--- src/rtl/adcseq_pkg.sv ---
package adcseq_pkg;
  typedef enum logic [1:0] {ST_IDLE, ST_REG, ST_INJ} conv_st_e;
  localparam int DISC_W   = 3;
  localparam int DISC_MAX = 8;
endpackage

--- src/rtl/adcseq_edge.sv ---
module adcseq_edge #(
  parameter int N = 2
) (
  input  logic         clk,
  input  logic         rst,
  input  logic [N-1:0] lvl,
  output logic [N-1:0] rise
);
  logic [N-1:0] prev;

  always_ff @(posedge clk) begin
    if (rst) prev <= '1;
    else     prev <= lvl;
  end

  for (genvar i = 0; i < N; i++) begin : g_line
    assign rise[i] = lvl[i] & ~prev[i];
    // a detected edge needs the line low one cycle before
    p_rise_needs_low_r8: assert property (@(posedge clk) disable iff (rst)
      rise[i] |-> !$past(lvl[i]));
  end
endmodule

--- src/rtl/adcseq_core.sv ---
module adcseq_core
  import adcseq_pkg::*;
#(
  parameter int CH_W      = 5,
  parameter int NCH       = 18,
  parameter int SMP_W     = 3,
  parameter int REG_SLOTS = 16,
  parameter int INJ_SLOTS = 4
) (
  input  logic                         clk,
  input  logic                         rst,
  input  logic                         cont_en,
  input  logic                         scan_en,
  input  logic                         disc_en,
  input  logic [DISC_W-1:0]            disc_len,
  input  logic                         jdisc_en,
  input  logic                         jauto_en,
  input  logic [$clog2(REG_SLOTS)-1:0] reg_len,
  input  logic [$clog2(INJ_SLOTS)-1:0] inj_len,
  input  logic [REG_SLOTS*CH_W-1:0]    reg_seq,
  input  logic [INJ_SLOTS*CH_W-1:0]    inj_seq,
  input  logic [NCH*SMP_W-1:0]         smp_cfg,
  input  logic                         seq_wr,
  input  logic                         reg_go,
  input  logic                         inj_go,
  input  logic                         adc_done,
  output logic                         adc_start,
  output logic [CH_W-1:0]              adc_ch,
  output logic [SMP_W-1:0]             adc_smp,
  output logic                         reg_we,
  output logic                         inj_we,
  output logic [$clog2(INJ_SLOTS)-1:0] inj_idx,
  output logic                         inj_end
);
  localparam int RP_W = $clog2(REG_SLOTS);
  localparam int IP_W = $clog2(INJ_SLOTS);
  localparam int IL_W = $clog2(INJ_SLOTS + 1);
  localparam int RL_W = $clog2(DISC_MAX + 1);

  conv_st_e        st;
  logic [RP_W-1:0] rpos;
  logic [IP_W-1:0] ipos;
  logic            ract;
  logic [RL_W-1:0] rleft;
  logic [IL_W-1:0] ileft;
  logic [CH_W-1:0] reg_ch, inj_ch;
  logic [IL_W-1:0] iload;
  logic            inj_pend, r_last, i_last;

  assign reg_ch   = reg_seq[rpos*CH_W +: CH_W];
  assign inj_ch   = inj_seq[ipos*CH_W +: CH_W];
  assign inj_pend = (ileft != '0);
  assign r_last   = (!scan_en && !disc_en) || (rpos == reg_len);
  assign i_last   = (ipos == inj_len);
  assign iload    = jdisc_en ? IL_W'(1) : IL_W'(inj_len) + 1'b1;

  // result events to the storage side (a rewrite drops the pending result)
  assign reg_we  = (st == ST_REG) && adc_done && !seq_wr;
  assign inj_we  = (st == ST_INJ) && adc_done && !seq_wr;
  assign inj_idx = ipos;
  assign inj_end = (ileft == IL_W'(1));

  always_ff @(posedge clk) begin
    if (rst) begin
      st        <= ST_IDLE;
      rpos      <= '0;
      ipos      <= '0;
      ract      <= 1'b0;
      rleft     <= '0;
      ileft     <= '0;
      adc_start <= 1'b0;
      adc_ch    <= '0;
      adc_smp   <= '0;
    end else begin
      adc_start <= 1'b0;
      if (reg_go && !ract) begin
        ract  <= 1'b1;
        rleft <= disc_en ? RL_W'(disc_len) + 1'b1 : '0;
      end
      if (inj_go && !inj_pend) begin
        ileft <= iload;
        if (!jdisc_en) ipos <= '0;
      end
      if (seq_wr) begin
        st   <= ST_IDLE;
        rpos <= '0;
        ipos <= '0;
      end else begin
        case (st)
          ST_IDLE: begin
            if (inj_pend) begin
              adc_start <= 1'b1;
              adc_ch    <= inj_ch;
              adc_smp   <= smp_cfg[inj_ch*SMP_W +: SMP_W];
              st        <= ST_INJ;
            end else if (ract) begin
              adc_start <= 1'b1;
              adc_ch    <= reg_ch;
              adc_smp   <= smp_cfg[reg_ch*SMP_W +: SMP_W];
              st        <= ST_REG;
            end
          end
          ST_REG: begin
            if (adc_done) begin
              st   <= ST_IDLE;
              rpos <= r_last ? '0 : rpos + 1'b1;
              if (disc_en) begin
                rleft <= rleft - 1'b1;
                if (rleft == RL_W'(1) || r_last) ract <= 1'b0;
              end else if (r_last) begin
                ract <= cont_en;
              end
              if (r_last && jauto_en && !jdisc_en && !inj_pend) begin
                ileft <= iload;
                ipos  <= '0;
              end
            end else if (inj_go && !inj_pend) begin
              st <= ST_IDLE;  // pre-empt: slot position kept for resume
            end
          end
          ST_INJ: begin
            if (adc_done) begin
              st    <= ST_IDLE;
              ipos  <= i_last ? '0 : ipos + 1'b1;
              ileft <= ileft - 1'b1;
            end
          end
          default: st <= ST_IDLE;
        endcase
      end
    end
  end

  // the start strobe lasts one cycle
  p_start_pulse_r1: assert property (@(posedge clk) disable iff (rst)
    adc_start |=> !adc_start);
  // pending injected work wins the converter over regular work
  p_inj_first_r5: assert property (@(posedge clk) disable iff (rst)
    (st == ST_IDLE && inj_pend && !seq_wr) |=> (st == ST_INJ && adc_start));
  // a burst never exceeds the partial-mode limit
  p_disc_bound_r4: assert property (@(posedge clk) disable iff (rst)
    rleft <= RL_W'(DISC_MAX));
  // partial injected mode never has more than one slot outstanding
  p_jdisc_one_r6: assert property (@(posedge clk) disable iff (rst)
    (jdisc_en && $past(jdisc_en)) |-> (ileft <= IL_W'(1)));
endmodule

--- src/rtl/adcseq_store.sv ---
module adcseq_store #(
  parameter int RES_W     = 12,
  parameter int INJ_SLOTS = 4
) (
  input  logic                         clk,
  input  logic                         rst,
  input  logic                         reg_we,
  input  logic                         inj_we,
  input  logic [$clog2(INJ_SLOTS)-1:0] inj_idx,
  input  logic                         inj_end,
  input  logic [RES_W-1:0]             adc_data,
  input  logic                         reg_rd,
  input  logic                         ovr_clr,
  input  logic                         jeoc_clr,
  input  logic                         dma_en,
  input  logic                         eoc_ie,
  input  logic                         jeoc_ie,
  output logic [RES_W-1:0]             reg_dr,
  output logic [INJ_SLOTS*RES_W-1:0]   inj_dr,
  output logic                         eoc,
  output logic                         jeoc,
  output logic                         ovr,
  output logic                         dma_req,
  output logic                         irq
);
  logic [RES_W-1:0] inj_mem [INJ_SLOTS];
  logic eoc_n, jeoc_n, ovr_n;

  always_comb begin
    eoc_n  = reg_we | (eoc & ~reg_rd);
    ovr_n  = (reg_we & eoc & ~reg_rd) | (ovr & ~ovr_clr);
    jeoc_n = (inj_we & inj_end) | (jeoc & ~jeoc_clr);
  end

  always_ff @(posedge clk) begin
    if (rst) begin
      reg_dr  <= '0;
      eoc     <= 1'b0;
      jeoc    <= 1'b0;
      ovr     <= 1'b0;
      dma_req <= 1'b0;
      irq     <= 1'b0;
      for (int i = 0; i < INJ_SLOTS; i++) inj_mem[i] <= '0;
    end else begin
      if (reg_we) reg_dr <= adc_data;
      if (inj_we) inj_mem[inj_idx] <= adc_data;
      eoc     <= eoc_n;
      jeoc    <= jeoc_n;
      ovr     <= ovr_n;
      dma_req <= reg_we & dma_en;
      irq     <= (eoc_n & eoc_ie) | (jeoc_n & jeoc_ie);
    end
  end

  for (genvar k = 0; k < INJ_SLOTS; k++) begin : g_jdr
    assign inj_dr[k*RES_W +: RES_W] = inj_mem[k];
  end

  // a read with no new result clears the flag
  p_rd_clears_eoc_r10: assert property (@(posedge clk) disable iff (rst)
    (reg_rd && !reg_we) |=> !eoc);
  // an unread result being replaced raises overrun
  p_ovr_set_r10: assert property (@(posedge clk) disable iff (rst)
    (reg_we && eoc && !reg_rd) |=> ovr);
  // the transfer request is a single-cycle pulse
  p_dma_single_r12: assert property (@(posedge clk) disable iff (rst)
    dma_req |=> !dma_req);
  // no interrupt without a set flag
  p_irq_flag_r14: assert property (@(posedge clk) disable iff (rst)
    irq |-> (eoc || jeoc));
endmodule

--- src/rtl/adc_seq_ctrl.sv ---
module adc_seq_ctrl #(
  parameter int CH_W      = 5,
  parameter int NCH       = 18,
  parameter int SMP_W     = 3,
  parameter int RES_W     = 12,
  parameter int REG_SLOTS = 16,
  parameter int INJ_SLOTS = 4
) (
  input  logic                         clk,
  input  logic                         rst,
  input  logic                         cont_en,
  input  logic                         scan_en,
  input  logic                         disc_en,
  input  logic [2:0]                   disc_len,
  input  logic                         jdisc_en,
  input  logic                         jauto_en,
  input  logic                         dma_en,
  input  logic                         ext_en,
  input  logic                         jext_en,
  input  logic                         eoc_ie,
  input  logic                         jeoc_ie,
  input  logic [$clog2(REG_SLOTS)-1:0] reg_len,
  input  logic [$clog2(INJ_SLOTS)-1:0] inj_len,
  input  logic [REG_SLOTS*CH_W-1:0]    reg_seq,
  input  logic [INJ_SLOTS*CH_W-1:0]    inj_seq,
  input  logic [NCH*SMP_W-1:0]         smp_cfg,
  input  logic                         seq_wr,
  input  logic                         sw_start,
  input  logic                         jsw_start,
  input  logic                         ext_trig,
  input  logic                         jext_trig,
  input  logic                         reg_rd,
  input  logic                         ovr_clr,
  input  logic                         jeoc_clr,
  input  logic                         adc_done,
  input  logic [RES_W-1:0]             adc_data,
  output logic                         adc_start,
  output logic [CH_W-1:0]              adc_ch,
  output logic [SMP_W-1:0]             adc_smp,
  output logic [RES_W-1:0]             reg_dr,
  output logic [INJ_SLOTS*RES_W-1:0]   inj_dr,
  output logic                         eoc,
  output logic                         jeoc,
  output logic                         ovr,
  output logic                         dma_req,
  output logic                         irq
);
  localparam int IP_W = $clog2(INJ_SLOTS);

  logic [1:0]      rise;
  logic            reg_go, inj_go;
  logic            reg_we, inj_we, inj_end;
  logic [IP_W-1:0] inj_idx;

  adcseq_edge #(.N(2)) u_edge (
    .clk(clk), .rst(rst), .lvl({jext_trig, ext_trig}), .rise(rise)
  );

  // external lines are masked while the injected list follows the regular one
  assign reg_go = sw_start  | (ext_en  & ~jauto_en & rise[0]);
  assign inj_go = jsw_start | (jext_en & ~jauto_en & rise[1]);

  adcseq_core #(
    .CH_W(CH_W), .NCH(NCH), .SMP_W(SMP_W),
    .REG_SLOTS(REG_SLOTS), .INJ_SLOTS(INJ_SLOTS)
  ) u_core (
    .clk(clk), .rst(rst), .cont_en(cont_en), .scan_en(scan_en),
    .disc_en(disc_en), .disc_len(disc_len), .jdisc_en(jdisc_en),
    .jauto_en(jauto_en), .reg_len(reg_len), .inj_len(inj_len),
    .reg_seq(reg_seq), .inj_seq(inj_seq), .smp_cfg(smp_cfg),
    .seq_wr(seq_wr), .reg_go(reg_go), .inj_go(inj_go), .adc_done(adc_done),
    .adc_start(adc_start), .adc_ch(adc_ch), .adc_smp(adc_smp),
    .reg_we(reg_we), .inj_we(inj_we), .inj_idx(inj_idx), .inj_end(inj_end)
  );

  adcseq_store #(.RES_W(RES_W), .INJ_SLOTS(INJ_SLOTS)) u_store (
    .clk(clk), .rst(rst), .reg_we(reg_we), .inj_we(inj_we),
    .inj_idx(inj_idx), .inj_end(inj_end), .adc_data(adc_data),
    .reg_rd(reg_rd), .ovr_clr(ovr_clr), .jeoc_clr(jeoc_clr),
    .dma_en(dma_en), .eoc_ie(eoc_ie), .jeoc_ie(jeoc_ie),
    .reg_dr(reg_dr), .inj_dr(inj_dr), .eoc(eoc), .jeoc(jeoc),
    .ovr(ovr), .dma_req(dma_req), .irq(irq)
  );

  // with auto-injection on, a rising external line alone starts nothing
  p_auto_masks_ext_r7: assert property (@(posedge clk) disable iff (rst)
    (jauto_en && !sw_start && !jsw_start) |-> (!reg_go && !inj_go));
endmodule

--- config.mk ---
export PLATFORM = sky130hd
export DESIGN_NAME = adc_seq_ctrl
export DESIGN_NICKNAME = d
export VERILOG_FILES = /design/src/rtl/adcseq_pkg.sv /design/src/rtl/adcseq_edge.sv /design/src/rtl/adcseq_core.sv /design/src/rtl/adcseq_store.sv /design/src/rtl/adc_seq_ctrl.sv
export SDC_FILE = /design/constraint.sdc
export NUM_CORES = 1
export LEC_CHECK = 0
export ABC_AREA = 0
export BUFFER_PORTS_ARGS = -buffer_cell sky130_fd_sc_hd__buf_2
export CAP_MARGIN = 10
export CORE_MARGIN = 2
export CORE_UTILIZATION = 42
export DETAILED_ROUTE_END_ITERATION = 16
export PLACE_DENSITY_LB_ADDON = 0.08
export SLEW_MARGIN = 20
export SYNTH_ARGS = -nofsm -noshare
export SYNTH_HDL_FRONTEND = slang
export SYNTH_SLANG_ARGS = --single-unit
--- constraint.sdc ---
create_clock -name clk -period 2.3 [get_ports clk]
set_input_delay 0.23 -clock clk [delete_from_list [all_inputs] [get_ports clk]]
set_output_delay 0.23 -clock clk [all_outputs]
set_load 0.01 [all_outputs]
==> results.json <==
{
  "grt_pass1_wl_um": 25500,
  "synth_seq_cells": 92,
  "pin_count": 270,
  "detail_route.wl_per_cell_um": 17.1,
  "place_congestion": 0.950,
  "setup_tns_ns": -0.118,
  "syn-num-nets": 751,
  "critPathMaxStageDelay_ns": 0.51,
  "synth_area_per_cell_sq_um": 9.78,
  "post-route-util": 0.623,
  "critPathTopFamily": "multiplexers",
  "async_reset_ff_frac": 0,
  "cp_max_fo": 6,
  "cts_root_buffer": "clkbuf_16",
  "fmax_mhz": 418,
  "drv_slew": 0,
  "skew_ns": 0.00827,
  "synth_edf_count": 48,
  "yosysUniqueCellTypes": 58,
  "die_h_um": 117,
  "relSlewSlack": 0.692,
  "final_layout_size_suffix_gt1_frac": 0.477,
  "seq_area_frac_synth": 0.437,
  "p_leak_uw": 0.00349,
  "die_w_um": 117,
  "antenna_found_initial": 0,
  "grt_util_all_layers": 0.246,
  "via_per_inst": 5.16,
  "ant_nets": 0,
  "hold_viol_final": 0,
  "rr_startpoint": "u_core.rpos[1]$_SDFFE_PP0P_",
  "nets": 1054,
  "n_fill_cell": 1096,
  "overflow": 0,
  "antenna_cells": 0,
  "grt_pass1_vias": 5166,
  "cts_buffers": 9,
  "netlist_area_sq_um": 5320,
  "mostFrequentLayoutCell": "buf_2",
  "clock_path_buffers": 2,
  "worst_skew_pair.late_latency_ns": 0.35,
  "post-route-min-period_ns": 2.39,
  "hpwl_um": 13600,
  "ctsHtreeMaxLevel": 3,
  "synthToLayoutAreaGrowth_pct": 46.0,
  "grt_max_degree": 41,
  "io_buffers": 269,
  "hold_slack_ns": 0.0722,
  "drcViolationCount": 0,
  "endpoint_kind": "flip-flop",
  "core_area_sq_um": 12500,
  "synthFlopType": "edfxtp_1",
  "worst-slew-pin-transition_ns": 0.456,
  "max-vdd-ir-drop_mv": 0.423,
  "final_cell_mix": "buf_2, nor2_1, nand2_1",
  "cts_tree": "yes",
  "initialDrtViolationCount": 317,
  "fin_ws_ns": -0.0930,
  "num_rows": 41,
  "r2r_end": "u_core.adc_smp[1]$_SDFFE_PP0P_",
  "crit_path_end": "u_core.adc_smp[1]$_SDFFE_PP0P_",
  "rsz0062_at_grt": "yes",
  "worstSetupPathDepth": 8,
  "finalCritPeriodShare": 1.04,
  "reg2reg_slack_ns": -0.09,
  "ys_warn_count": 0,
  "violations": "setup timing",
  "setup_violations": 2,
  "clk_pin_slew_ns": 0.07,
  "crit_chain": "mux4_2 -> a2bb2oi_1 -> nand3_1 -> and3_4 -> mux2_2 -> o221ai_1 -> a221o_1 -> o211ai_2",
  "cp_num_buf_inv": 0,
  "crit_required_ns": 2.52,
  "cpMaxStageDelayCell": "mux4_2",
  "routed_wl_um": 17500,
  "synthCells": 544,
  "die_area_sq_um": 13600,
  "arrival_ns": 2.61,
  "powerDensity_nw_per_um2": 583,
  "r2r_cells": 8,
  "start_util": 0.427,
  "drt_pass1_iterations": 4,
  "drv_cap": 0,
  "cts_num_sinks": 92,
  "hp-class": "in2reg",
  "num_vias": 5280,
  "startpoint": "u_core.rpos[1]$_SDFFE_PP0P_",
  "worstSetupStartpointType": "flip-flop",
  "status": "finished with violations",
  "criticalPathCategory": "reg2reg"
}
metrics by stage:
stage / setup slack [ns] / power, uW / cells / instance area, sq um
5_1_grt: -0.174 / 4700 / 1024 / 7760
3_5_place_dp: -0.137 / 2810 / 1001 / 7120
2_1_floorplan: 0.0125 / 2360 / 544 / 5330
3_3_place_gp: -0.152 / 2800 / 1001 / 7120
6_report: -0.0930 / 4520 / 1024 / 7760
4_1_cts: -0.0378 / 4480 / 1021 / 7630
how the worst min path moves through the flow:
stage | startpoint | end | slack (ns) | depth (start not counted)
3_3_place_gp | jext_trig | u_edge.prev[1]$_SDFF_PP1_ | 0.43 | 2
6_report | ext_trig | u_edge.prev[0]$_SDFF_PP1_ | 0.07 | 2
3_5_place_dp | ext_trig | u_edge.prev[0]$_SDFF_PP1_ | 0.43 | 2
2_1_floorplan | ext_trig | u_edge.prev[0]$_SDFF_PP1_ | 0.34 | 1
4_1_cts | ext_trig | u_edge.prev[0]$_SDFF_PP1_ | 0.07 | 2
5_1_grt | ext_trig | u_edge.prev[0]$_SDFF_PP1_ | 0.08 | 2
synth_stat cells (all sizes together), types with 10 or more instances:
cell    count  area, sq um
clkbuf     20         75.1
nand3      10         50.1
nand2b     12         75.1
inv        23         86.3
dfxtp      44          881
nor2       68          255
o21ai      14         70.1
mux2       10          113
edfxtp     48         1440
ha         11          138
mux4       12          270
mux2i      46          460
a21oi      35          175
buf        13          103
nand2      64          240
cell families (layout without fill, tap and decap cells):
group           count (synthesis)  in the layout  share of synthesized area
compound gates                109            109                      0.142
simple gates                  198            198                      0.171
fa+ha+maj                      11             11                     0.0259
xor+xnor                       10             10                     0.0165
buf+inv                        56            364                     0.0496
mux                            68             68                      0.159
flops                          92             92                      0.437
report_power, final:
part / internal, uW / switching (uW)
Combinational: 561 / 530
Clock: 958 / 652
Sequential: 1790 / 34.1
worst register-to-register path, delay by kind of cell, from the launching register on:
| family | cells | cell delay [ns] |
|---|---|---|
| multiplexers | 2 | 0.87 |
| AND/OR/NAND/NOR | 2 | 0.33 |
| AO/OA/AOI/OAI | 4 | 0.66 |
| flip-flops | 1 | 0.41 |
sequential cells by signal (all words and copies together) (netlist names), 2 cells and up:
| signal | flops |
|---|---|
| u_core.adc_smp | 3 |
| u_core.rleft | 4 |
| u_core.st | 2 |
| u_core.rpos | 4 |
| u_edge.prev | 2 |
| u_store.inj_mem | 48 |
| u_store.reg_dr | 12 |
| u_core.inj_idx | 2 |
| u_core.ileft | 3 |
| u_core.adc_ch | 5 |
final cells by class:
type	count	area (sq um)	share of cell area
multi-input combinational	396	2890	0.372
clock inverter	7	97.6	0.0126
clock buffer	9	225	0.0290
inverter	23	86.3	0.0111
timing repair buffer	325	1920	0.248
tap	172	215	0.0277
sequential	92	2330	0.300
metal layers:
layer / track usage / vias to the layer above / share of wire
li1: - / 2572 / -
met5: 0 / - / 0
met2: 0.452 / 217 / 0.52
met3: 0.0337 / 26 / 0.060
met4: 0.0941 / 0 / 0.023
met1: 0.291 / 2465 / 0.39
timing repair:
action,CTS,global route
gates cloned,3,1
setup endpoints to repair,6,6
hold buffers,0,0
endpoints found under the hold margin,0,0
gates resized for setup,18,25
pin swaps,6,19
buffers inserted,1,3
Power figures use the tool's default switching activity.
